==> src/rtl/combo_pkg.sv <==
package combo_pkg;
  localparam int NUM_KEYS = 5;
  localparam int ACT_W    = 4;
  localparam int ACT_BAT  = 0;
  localparam int ACT_IRQ  = 1;
  localparam int ACT_EC   = 2;
  localparam int ACT_RST  = 3;

  typedef enum logic [2:0] {
    CS_IDLE,
    CS_PRE,
    CS_ARMED,
    CS_HOLD,
    CS_DONE
  } combo_st_e;
endpackage

==> src/rtl/key_debounce.sv <==
module key_debounce #(
  parameter int CW = 16
) (
  input  logic          clk_i,
  input  logic          rst_ni,
  input  logic          tick_i,
  input  logic          raw_i,
  input  logic [CW-1:0] limit_i,
  output logic          level_o
);
  logic          lvl_q;
  logic [CW-1:0] cnt_q;

  always_ff @(posedge clk_i or negedge rst_ni) begin
    if (!rst_ni) begin
      lvl_q <= 1'b1;
      cnt_q <= '0;
    end else if (raw_i == lvl_q) begin
      cnt_q <= '0;
    end else if (cnt_q >= limit_i) begin
      lvl_q <= raw_i;
      cnt_q <= '0;
    end else if (tick_i) begin
      cnt_q <= cnt_q + CW'(1);
    end
  end

  assign level_o = lvl_q;

  // accepted level only ever moves to the raw value seen at that edge
  p_level_follows_raw_r2: assert property (@(posedge clk_i) disable iff (!rst_ni)
    (lvl_q != $past(lvl_q)) |-> ($past(raw_i) == lvl_q));
endmodule

==> src/rtl/combo_fsm.sv <==
module combo_fsm import combo_pkg::*; #(
  parameter int NK = NUM_KEYS,
  parameter int TW = 32
) (
  input  logic          clk_i,
  input  logic          rst_ni,
  input  logic          tick_i,
  input  logic [NK-1:0] keys_i,
  input  logic [NK-1:0] pre_sel_i,
  input  logic [NK-1:0] com_sel_i,
  input  logic [TW-1:0] pre_time_i,
  input  logic [TW-1:0] com_time_i,
  output logic          fire_o
);
  combo_st_e     st_q, st_d;
  logic [TW-1:0] cnt_q, cnt_d;
  logic          fire_q, fire_d;
  logic          low_q;
  logic          com_en, pre_ok, com_low, com_rel;

  assign com_en  = |com_sel_i;
  assign pre_ok  = ((~keys_i) & pre_sel_i) == pre_sel_i;
  assign com_low = com_en && (((~keys_i) & com_sel_i) == com_sel_i);
  assign com_rel = (keys_i & com_sel_i) == com_sel_i;

  always_comb begin
    st_d   = st_q;
    cnt_d  = cnt_q;
    fire_d = 1'b0;
    if (!com_en) begin
      st_d  = CS_IDLE;
      cnt_d = '0;
    end else begin
      unique case (st_q)
        CS_IDLE: begin
          cnt_d = '0;
          if (pre_sel_i == '0)  st_d = CS_ARMED;
          else if (pre_ok)      st_d = CS_PRE;
        end
        CS_PRE: begin
          if (!pre_ok) begin
            st_d = CS_IDLE;
          end else if (cnt_q >= pre_time_i) begin
            st_d  = CS_ARMED;
            cnt_d = '0;
          end else if (tick_i) begin
            cnt_d = cnt_q + TW'(1);
          end
        end
        CS_ARMED: begin
          if (!pre_ok) begin
            st_d = CS_IDLE;
          end else if (com_low && !low_q) begin
            // edge-qualified: keys must go pressed after arming
            st_d  = CS_HOLD;
            cnt_d = '0;
          end
        end
        CS_HOLD: begin
          if (!pre_ok || !com_low) begin
            st_d = CS_IDLE;
          end else if (cnt_q >= com_time_i) begin
            st_d   = CS_DONE;
            fire_d = 1'b1;
          end else if (tick_i) begin
            cnt_d = cnt_q + TW'(1);
          end
        end
        CS_DONE: begin
          if (com_rel) st_d = CS_IDLE;
        end
        default: st_d = CS_IDLE;
      endcase
    end
  end

  always_ff @(posedge clk_i or negedge rst_ni) begin
    if (!rst_ni) begin
      st_q   <= CS_IDLE;
      cnt_q  <= '0;
      fire_q <= 1'b0;
      low_q  <= 1'b0;
    end else begin
      st_q   <= st_d;
      cnt_q  <= cnt_d;
      fire_q <= fire_d;
      low_q  <= com_low;
    end
  end

  assign fire_o = fire_q;

  p_fire_one_shot_r8: assert property (@(posedge clk_i) disable iff (!rst_ni)
    fire_o |=> !fire_o);
  p_fire_keys_held_r3: assert property (@(posedge clk_i) disable iff (!rst_ni)
    fire_o |-> $past(com_low));
  p_disabled_silent_r7: assert property (@(posedge clk_i) disable iff (!rst_ni)
    !com_en |=> !fire_o);
endmodule

==> src/rtl/ec_pulse_gen.sv <==
module ec_pulse_gen #(
  parameter int PW = 16
) (
  input  logic          clk_i,
  input  logic          rst_ni,
  input  logic          tick_i,
  input  logic          trig_i,
  input  logic [PW-1:0] width_i,
  output logic          ec_rst_l_o
);
  logic          act_q;
  logic [PW-1:0] cnt_q;

  always_ff @(posedge clk_i or negedge rst_ni) begin
    if (!rst_ni) begin
      act_q <= 1'b0;
      cnt_q <= '0;
    end else if (trig_i) begin
      act_q <= 1'b1;
      cnt_q <= '0;
    end else if (act_q) begin
      if (cnt_q >= width_i)  act_q <= 1'b0;
      else if (tick_i)       cnt_q <= cnt_q + PW'(1);
    end
  end

  assign ec_rst_l_o = ~act_q;

  p_trig_drives_low_r11: assert property (@(posedge clk_i) disable iff (!rst_ni)
    trig_i |=> !ec_rst_l_o);
endmodule

==> src/rtl/key_combo_ctrl.sv <==
module key_combo_ctrl import combo_pkg::*; #(
  parameter int NC = 4,
  parameter int TW = 32,
  parameter int PW = 16,
  parameter int DW = 16
) (
  input  logic                  clk_i,
  input  logic                  rst_ni,
  input  logic                  tick_i,
  input  logic [NUM_KEYS-1:0]   key_i,
  input  logic [DW-1:0]         deb_time_i,
  input  logic [NC*NUM_KEYS-1:0] pre_sel_i,
  input  logic [NC*NUM_KEYS-1:0] com_sel_i,
  input  logic [NC*TW-1:0]      pre_time_i,
  input  logic [NC*TW-1:0]      com_time_i,
  input  logic [NC*ACT_W-1:0]   act_en_i,
  input  logic [PW-1:0]         ec_width_i,
  input  logic [NC-1:0]         stat_clr_i,
  output logic [ACT_W-1:0]      act_o,
  output logic [NC-1:0]         combo_stat_o,
  output logic                  irq_o,
  output logic                  ec_rst_l_o
);
  localparam int NK = NUM_KEYS;

  logic [NK-1:0]    key_db;
  logic [NC-1:0]    fire_w;
  logic [NC-1:0]    stat_q, stat_set;
  logic [ACT_W-1:0] act_v;

  for (genvar k = 0; k < NK; k++) begin : g_deb
    key_debounce #(.CW(DW)) u_deb (
      .clk_i   (clk_i),
      .rst_ni  (rst_ni),
      .tick_i  (tick_i),
      .raw_i   (key_i[k]),
      .limit_i (deb_time_i),
      .level_o (key_db[k])
    );
  end

  for (genvar c = 0; c < NC; c++) begin : g_combo
    combo_fsm #(.NK(NK), .TW(TW)) u_fsm (
      .clk_i      (clk_i),
      .rst_ni     (rst_ni),
      .tick_i     (tick_i),
      .keys_i     (key_db),
      .pre_sel_i  (pre_sel_i[c*NK +: NK]),
      .com_sel_i  (com_sel_i[c*NK +: NK]),
      .pre_time_i (pre_time_i[c*TW +: TW]),
      .com_time_i (com_time_i[c*TW +: TW]),
      .fire_o     (fire_w[c])
    );
    assign stat_set[c] = fire_w[c] & act_en_i[c*ACT_W + ACT_IRQ];

    p_stat_src_r10: assert property (@(posedge clk_i) disable iff (!rst_ni)
      $rose(stat_q[c]) |-> $past(fire_w[c] && act_en_i[c*ACT_W + ACT_IRQ]));
  end

  always_comb begin
    act_v = '0;
    for (int c = 0; c < NC; c++) begin
      for (int b = 0; b < ACT_W; b++) begin
        act_v[b] = act_v[b] | (fire_w[c] & act_en_i[c*ACT_W + b]);
      end
    end
  end

  always_ff @(posedge clk_i or negedge rst_ni) begin
    if (!rst_ni) stat_q <= '0;
    else         stat_q <= (stat_q & ~stat_clr_i) | stat_set;
  end

  ec_pulse_gen #(.PW(PW)) u_ec (
    .clk_i      (clk_i),
    .rst_ni     (rst_ni),
    .tick_i     (tick_i),
    .trig_i     (act_v[ACT_EC]),
    .width_i    (ec_width_i),
    .ec_rst_l_o (ec_rst_l_o)
  );

  assign act_o        = act_v;
  assign combo_stat_o = stat_q;
  assign irq_o        = |stat_q;

  p_act_needs_fire_r9: assert property (@(posedge clk_i) disable iff (!rst_ni)
    (act_o != '0) |-> (fire_w != '0));
endmodule

==> config.mk <==
export PLATFORM = sky130hd
export DESIGN_NAME = key_combo_ctrl
export DESIGN_NICKNAME = d
export VERILOG_FILES = /design/src/rtl/combo_pkg.sv /design/src/rtl/key_debounce.sv /design/src/rtl/combo_fsm.sv /design/src/rtl/ec_pulse_gen.sv /design/src/rtl/key_combo_ctrl.sv
export SDC_FILE = /design/constraint.sdc
export NUM_CORES = 1
export LEC_CHECK = 0
export ABC_AREA = 1
export BUFFER_PORTS_ARGS = -buffer_cell sky130_fd_sc_hd__buf_2
export CORE_MARGIN = 4
export CORE_UTILIZATION = 55
export CTS_CLUSTER_DIAMETER = 60
export DETAILED_ROUTE_END_ITERATION = 16
export PLACE_DENSITY = 0.77
export REMOVE_ABC_BUFFERS = 1
export SLEW_MARGIN = 20
export SYNTH_ARGS = -nofsm -noshare
export SYNTH_HDL_FRONTEND = slang
export SYNTH_HIERARCHICAL = 1
export SYNTH_SLANG_ARGS = --single-unit
==> constraint.sdc <==
create_clock -name clk_i -period 5.6 [get_ports clk_i]
set_input_delay 1.12 -clock clk_i [delete_from_list [all_inputs] [get_ports clk_i]]
set_output_delay 1.12 -clock clk_i [all_outputs]
set_load 0.05 [all_outputs]
* Word level (Yosys, flattened, before mapping)
Cells that the tools add are included.
** Word-level totals
- Flip-flop bits (word level) :: 254
- Output and inout port bits :: 10
- Logic and storage cells :: 357
** Cells by class
- Add/subtract/negate cells :: 10
- Magnitude comparators :: 14
- Equal/unequal tests :: 78
- Muxes and demuxes :: 118
- Bitwise logic cells :: 50
- Reduce and logical (&&, ||, !) cells :: 58
** Operators by type and width (number)
- two-way mux 32 bit :: 32
- one-hot mux 32 bit (4 select lines) :: 4
- two-way mux 16 bit :: 19
- greater-or-equal comparator 32 bit :: 8
- adder 32 x 1 -> 32 bit (second input constant) :: 4
- two-way mux 3 bit :: 40
- adder 16 x 1 -> 16 bit (second input constant) :: 6
- greater-or-equal comparator 16 bit :: 6
- != test 3 bit (second input constant) :: 24
- != test 4 bit (second input constant) :: 16
- AND 5 bit :: 12
- equality test 5 bit :: 12
- one-hot mux 3 bit (5 select lines) :: 4
- equality test 3 x 2 -> 1 bit (second input constant) :: 8
- AND reduction 6 bit :: 4
- zero test 5 bit :: 4
- != test 5 bit (second input constant) :: 4
- AND reduction 5 bit :: 4
- OR reduction 5 bit :: 4
- two-way mux 1 bit :: 19
- AND 1 bit :: 16
- nonzero test 3 bit :: 5
- equality test 3 x 1 -> 1 bit (second input constant) :: 4
- equality test 3 bit (second input constant) :: 4
- other kinds (16) :: 65

* Longest topological paths before layout
- Word-level depth :: 9
- Mapped depth :: 19
- Gate-level depth less buffers :: 18

* By module
Netlist, hierarchy kept.
** By module, submodules not included
- combo_fsm :: times used 4, cells an instance 648, area an instance 4406.7 um^2, seq. area each 925.9 um^2
- key_debounce at g_deb[0].u_deb ... :: times used 4, cells an instance 221, area an instance 1555.2 um^2, seq. area each 426.7 um^2
- key_debounce at g_deb[4].u_deb :: times used 1, cells an instance 221, area an instance 1572.8 um^2, seq. area each 426.7 um^2
- ec_pulse_gen :: times used 1, cells an instance 227, area an instance 1541.5 um^2, seq. area each 425.4 um^2
- key_combo_ctrl :: times used 1, cells an instance 49, area an instance 276.5 um^2, seq. area each 100.1 um^2

* Least setup slack after synthesis
Ideal clock, no wire load.
- Path kind :: input-to-reg
- From :: in com_time_i[23]
- To :: reg g_combo[0].u_fsm.cnt_q[19]
- Library setup time :: 0.120 ns
- Arrival time :: 2.620 ns
- Path slack :: 2.860 ns
- Stages :: 10
- Buffers on the path :: 1
- Path through :: inv_1 ha_1 a21o_1 nor2_1 a21oi_1 nor2_1 nand4_1 a21oi_4 buf_6 o21ai_2
** Between the ends
- Cells in the longest elaborated chain, start to end :: 3
** RTL lines
- start: declaration :: RTL line key_combo_ctrl.sv:15 : input logic [NC*TW-1:0] com_time_i,
- greater-or-equal comparator 32 bit :: RTL line combo_fsm.sv:62 : end else if (cnt_q >= com_time_i) begin
- != test 3 bit (no line)
- AND reduction 6 bit (no line)
- end signal: assignment :: RTL line combo_fsm.sv:85 : cnt_q <= cnt_d;
- end: declaration :: RTL line combo_fsm.sv:16 : logic [TW-1:0] cnt_q, cnt_d;
Every way passes these cells.
A chain may end at the register's enable or synchronous reset.

* Final worst setup path
- From :: reg g_combo[2].u_fsm.fire_q
- To :: out act_o[2]
** Between the ends
- Cells in the longest elaborated chain, start to end :: 3
** RTL lines
- start: declaration :: RTL line combo_fsm.sv:17 : logic fire_q, fire_d;
- start signal: assignment :: RTL line combo_fsm.sv:86 : fire_q <= fire_d;
- AND 1 bit :: RTL line key_combo_ctrl.sv:64 : act_v[b] = act_v[b] | (fire_w[c] & act_en_i[c*ACT_W + b]);
- OR 1 bit (2 in series) :: RTL line key_combo_ctrl.sv:64
- end: declaration :: RTL line key_combo_ctrl.sv:19 : output logic [ACT_W-1:0] act_o,
Every way passes these cells.

==> flow_summary.json <==
{
  "r2r_start": "g_combo[3].u_fsm/cnt_q[21]",
  "gp_congestion": 0.931,
  "outcome": "completed",
  "cts_buffer_depth": 3,
  "yosys-top-cells-count": "nand2_1, inv_1, ha_1",
  "grt_pass1_wl_um": 121000,
  "synthDistinctLibCells": 41,
  "min_period_ns": 3.48,
  "critPathArrivalTime_ns": 2.36,
  "ctsRootBufferMaster": "clkbuf_16",
  "cts_tree": "done",
  "nFillCells": 4496,
  "grt_pass1_vias": 25000,
  "io_buffers": 365,
  "grt_overflow_total": 0,
  "r2r_cells": 11,
  "drive_gt1_frac": 0.168,
  "fin_nets": 5056,
  "postCtsHoldBufs": 0,
  "ctsResizeCount": 0,
  "drc": 0,
  "slew_headroom": 0.265,
  "rrSetupSlack_ns": 2.48,
  "setup_tns_ns": 0,
  "cp_max_fo": 18,
  "fmax_mhz": 288,
  "hp-class": "in -> async",
  "worstSetupEndpointType": "output pin",
  "ys_seq_elements": 254,
  "skew_ns": 0.0169,
  "finalCritPeriodShare": 0.621,
  "powerDensity_nw_per_um2": 226,
  "area_delta_synth_final_pct": 13.3,
  "start_util": 0.556,
  "syn_area_per_cell_um2": 6.86,
  "finalSetupViolations": 0,
  "syn_area_um2": 27200,
  "die_y_um": 231,
  "r2r-end": "g_combo[3].u_fsm/cnt_q[11]",
  "dr.pass1.iters": 8,
  "stdcell_count": 5035,
  "routedWlPerCell_um": 14.5,
  "placed_cell_area_um2": 29600,
  "synthesis.instances": 3973,
  "die_area_um2": 53100,
  "grt.total_usage": 0.271,
  "vias": 26100,
  "final_util": 0.631,
  "drt_iter0_markers": 1620,
  "postCtsSetupRepairBufs": 0,
  "grt_max_degree": 132,
  "synthArstFlopShare": 1.00,
  "synth.most_common_cell": "nand2_1",
  "netlist_top_cells_area": "dfrtp_1, ha_1, nand2_1",
  "rows": 81,
  "antenna_found_initial": 7,
  "crit_path_start_kind": "register",
  "clk_latency_ns": 0.54,
  "core_um2": 49000,
  "yosys.area.top_type": "dfrtp_1",
  "clk_pin_slew_ns": 0.06,
  "synth_top_flop_cell": "dfrtp_1",
  "dp_slack_ns": 1.79,
  "placedCellCount": 4964,
  "routed_wl_um": 73100,
  "final_area_um2": 30900,
  "critPathKind": "reg -> out",
  "netlist.area_leader.share": 0.229,
  "cts_num_sinks": 254,
  "max_cap_viol_count": 0,
  "setup_ws_ns": 2.12,
  "ys_seq_area_frac": 0.234,
  "yosysWarningCount": 6,
  "crit_required_ns": 4.48,
  "cts_buffers": 36,
  "vdd_ir_drop_max_v": 0.000178,
  "pin_count": 366,
  "drv_slew": 0,
  "synth-edff-count": 0,
  "p_leak_uw": 0.0171,
  "rsz0062_at_grt": "false",
  "hold_violations": 0,
  "htreeDepth": 2,
  "via_per_inst": 5.18,
  "ant_nets": 0,
  "worstMarginPinSlew_ns": 1.10,
  "hpwl_um": 56900,
  "die_w_um": 231
}
[worst max-delay path: stages, from the launching register on]
cell	delay, ns
dfrtp_1	0.71
nand2_1	0.10
nand2_1	0.09
inv_1	0.07
nand2_1	0.47
buf_2	0.38
[power breakdown]
group / internal (µW) / switching [µW]
registers: 1980 / 229
logic: 706 / 1640
clock network: 1540 / 908
total: 4220 / 2770
[routing by layer]
metal	track usage	vias up	part of all wire
met1	0.349	11900	0.43
met5	0	-	0.00034
met2	0.470	677	0.48
met4	0.0909	4	0.031
met3	0.0364	142	0.056
li1	-	13400	-
[worst max path at each step]
stage / startpoint / end / slack, ns
after floorplan: com_time_i[23] / g_combo[0].u_fsm/cnt_q[10] / 2.25
after global routing: com_time_i[71] / g_combo[2].u_fsm/cnt_q[30] / 2.05
after detailed placement: com_time_i[71] / g_combo[2].u_fsm/cnt_q[23] / 1.79
after global placement: com_time_i[71] / g_combo[2].u_fsm/cnt_q[27] / 1.83
after CTS: g_combo[2].u_fsm/fire_o / act_o[2] / 2.10
final: g_combo[2].u_fsm/fire_o / act_o[2] / 2.12
[cell usage in the layout, fill, tap and decap left out, types with 45 or more instances in the layout]
cell type / n
o21ai_1: 57
nand2_2: 45
nand3_1: 129
dfrtp_1: 249
nand4_1: 141
o21ai_0: 67
a21oi_1: 149
nor3_1: 91
nor2_1: 332
ha_1: 362
xor2_1: 163
nand2_1: 1036
inv_1: 767
o21ai_2: 91
buf_2: 364
[cells by family after synthesis]
logic type,share of synthesized area
simple gates,0.318
buf+inv,0.125
compound gates,0.0991
fa+ha+maj,0.166
flops,0.234
xor+xnor,0.0576
[final cells by class]
class | instances | area (µm²) | share of cell area
well taps | 664 | 831 | 0.0269
multi-input cells | 2870 | 17500 | 0.566
repair buffers | 374 | 1920 | 0.0621
flip-flops and latches | 254 | 6360 | 0.206
diodes | 5 | 12.5 | 0.000405
inverters | 802 | 3010 | 0.0975
clock inverters | 16 | 235 | 0.00762
clock buffers | 50 | 1030 | 0.0335
[registers in the layout (all words and copies together) (netlist names)]
register	flops
g_deb.u_deb/cnt_q	80
g_deb.u_deb/level_o	5
g_combo.u_fsm/low_q	4
u_ec/cnt_q	16
combo_stat_o	4
g_combo.u_fsm/cnt_q	128
g_combo.u_fsm/fire_o	4
g_combo.u_fsm/st_q	12
u_ec/act_q	1
[through the flow]
| stage | power (µW) | hold WS [ns] |
|---|---|---|
| after floorplan | 3810 | 0.484 |
| after global placement | 4500 | 0.504 |
| after detailed placement | 4550 | 0.510 |
| after CTS | 7050 | 0.517 |
| after global routing | 7470 | 0.543 |
| final | 6990 | 0.521 |
No activity file was read; power rests on OpenSTA's default activity.
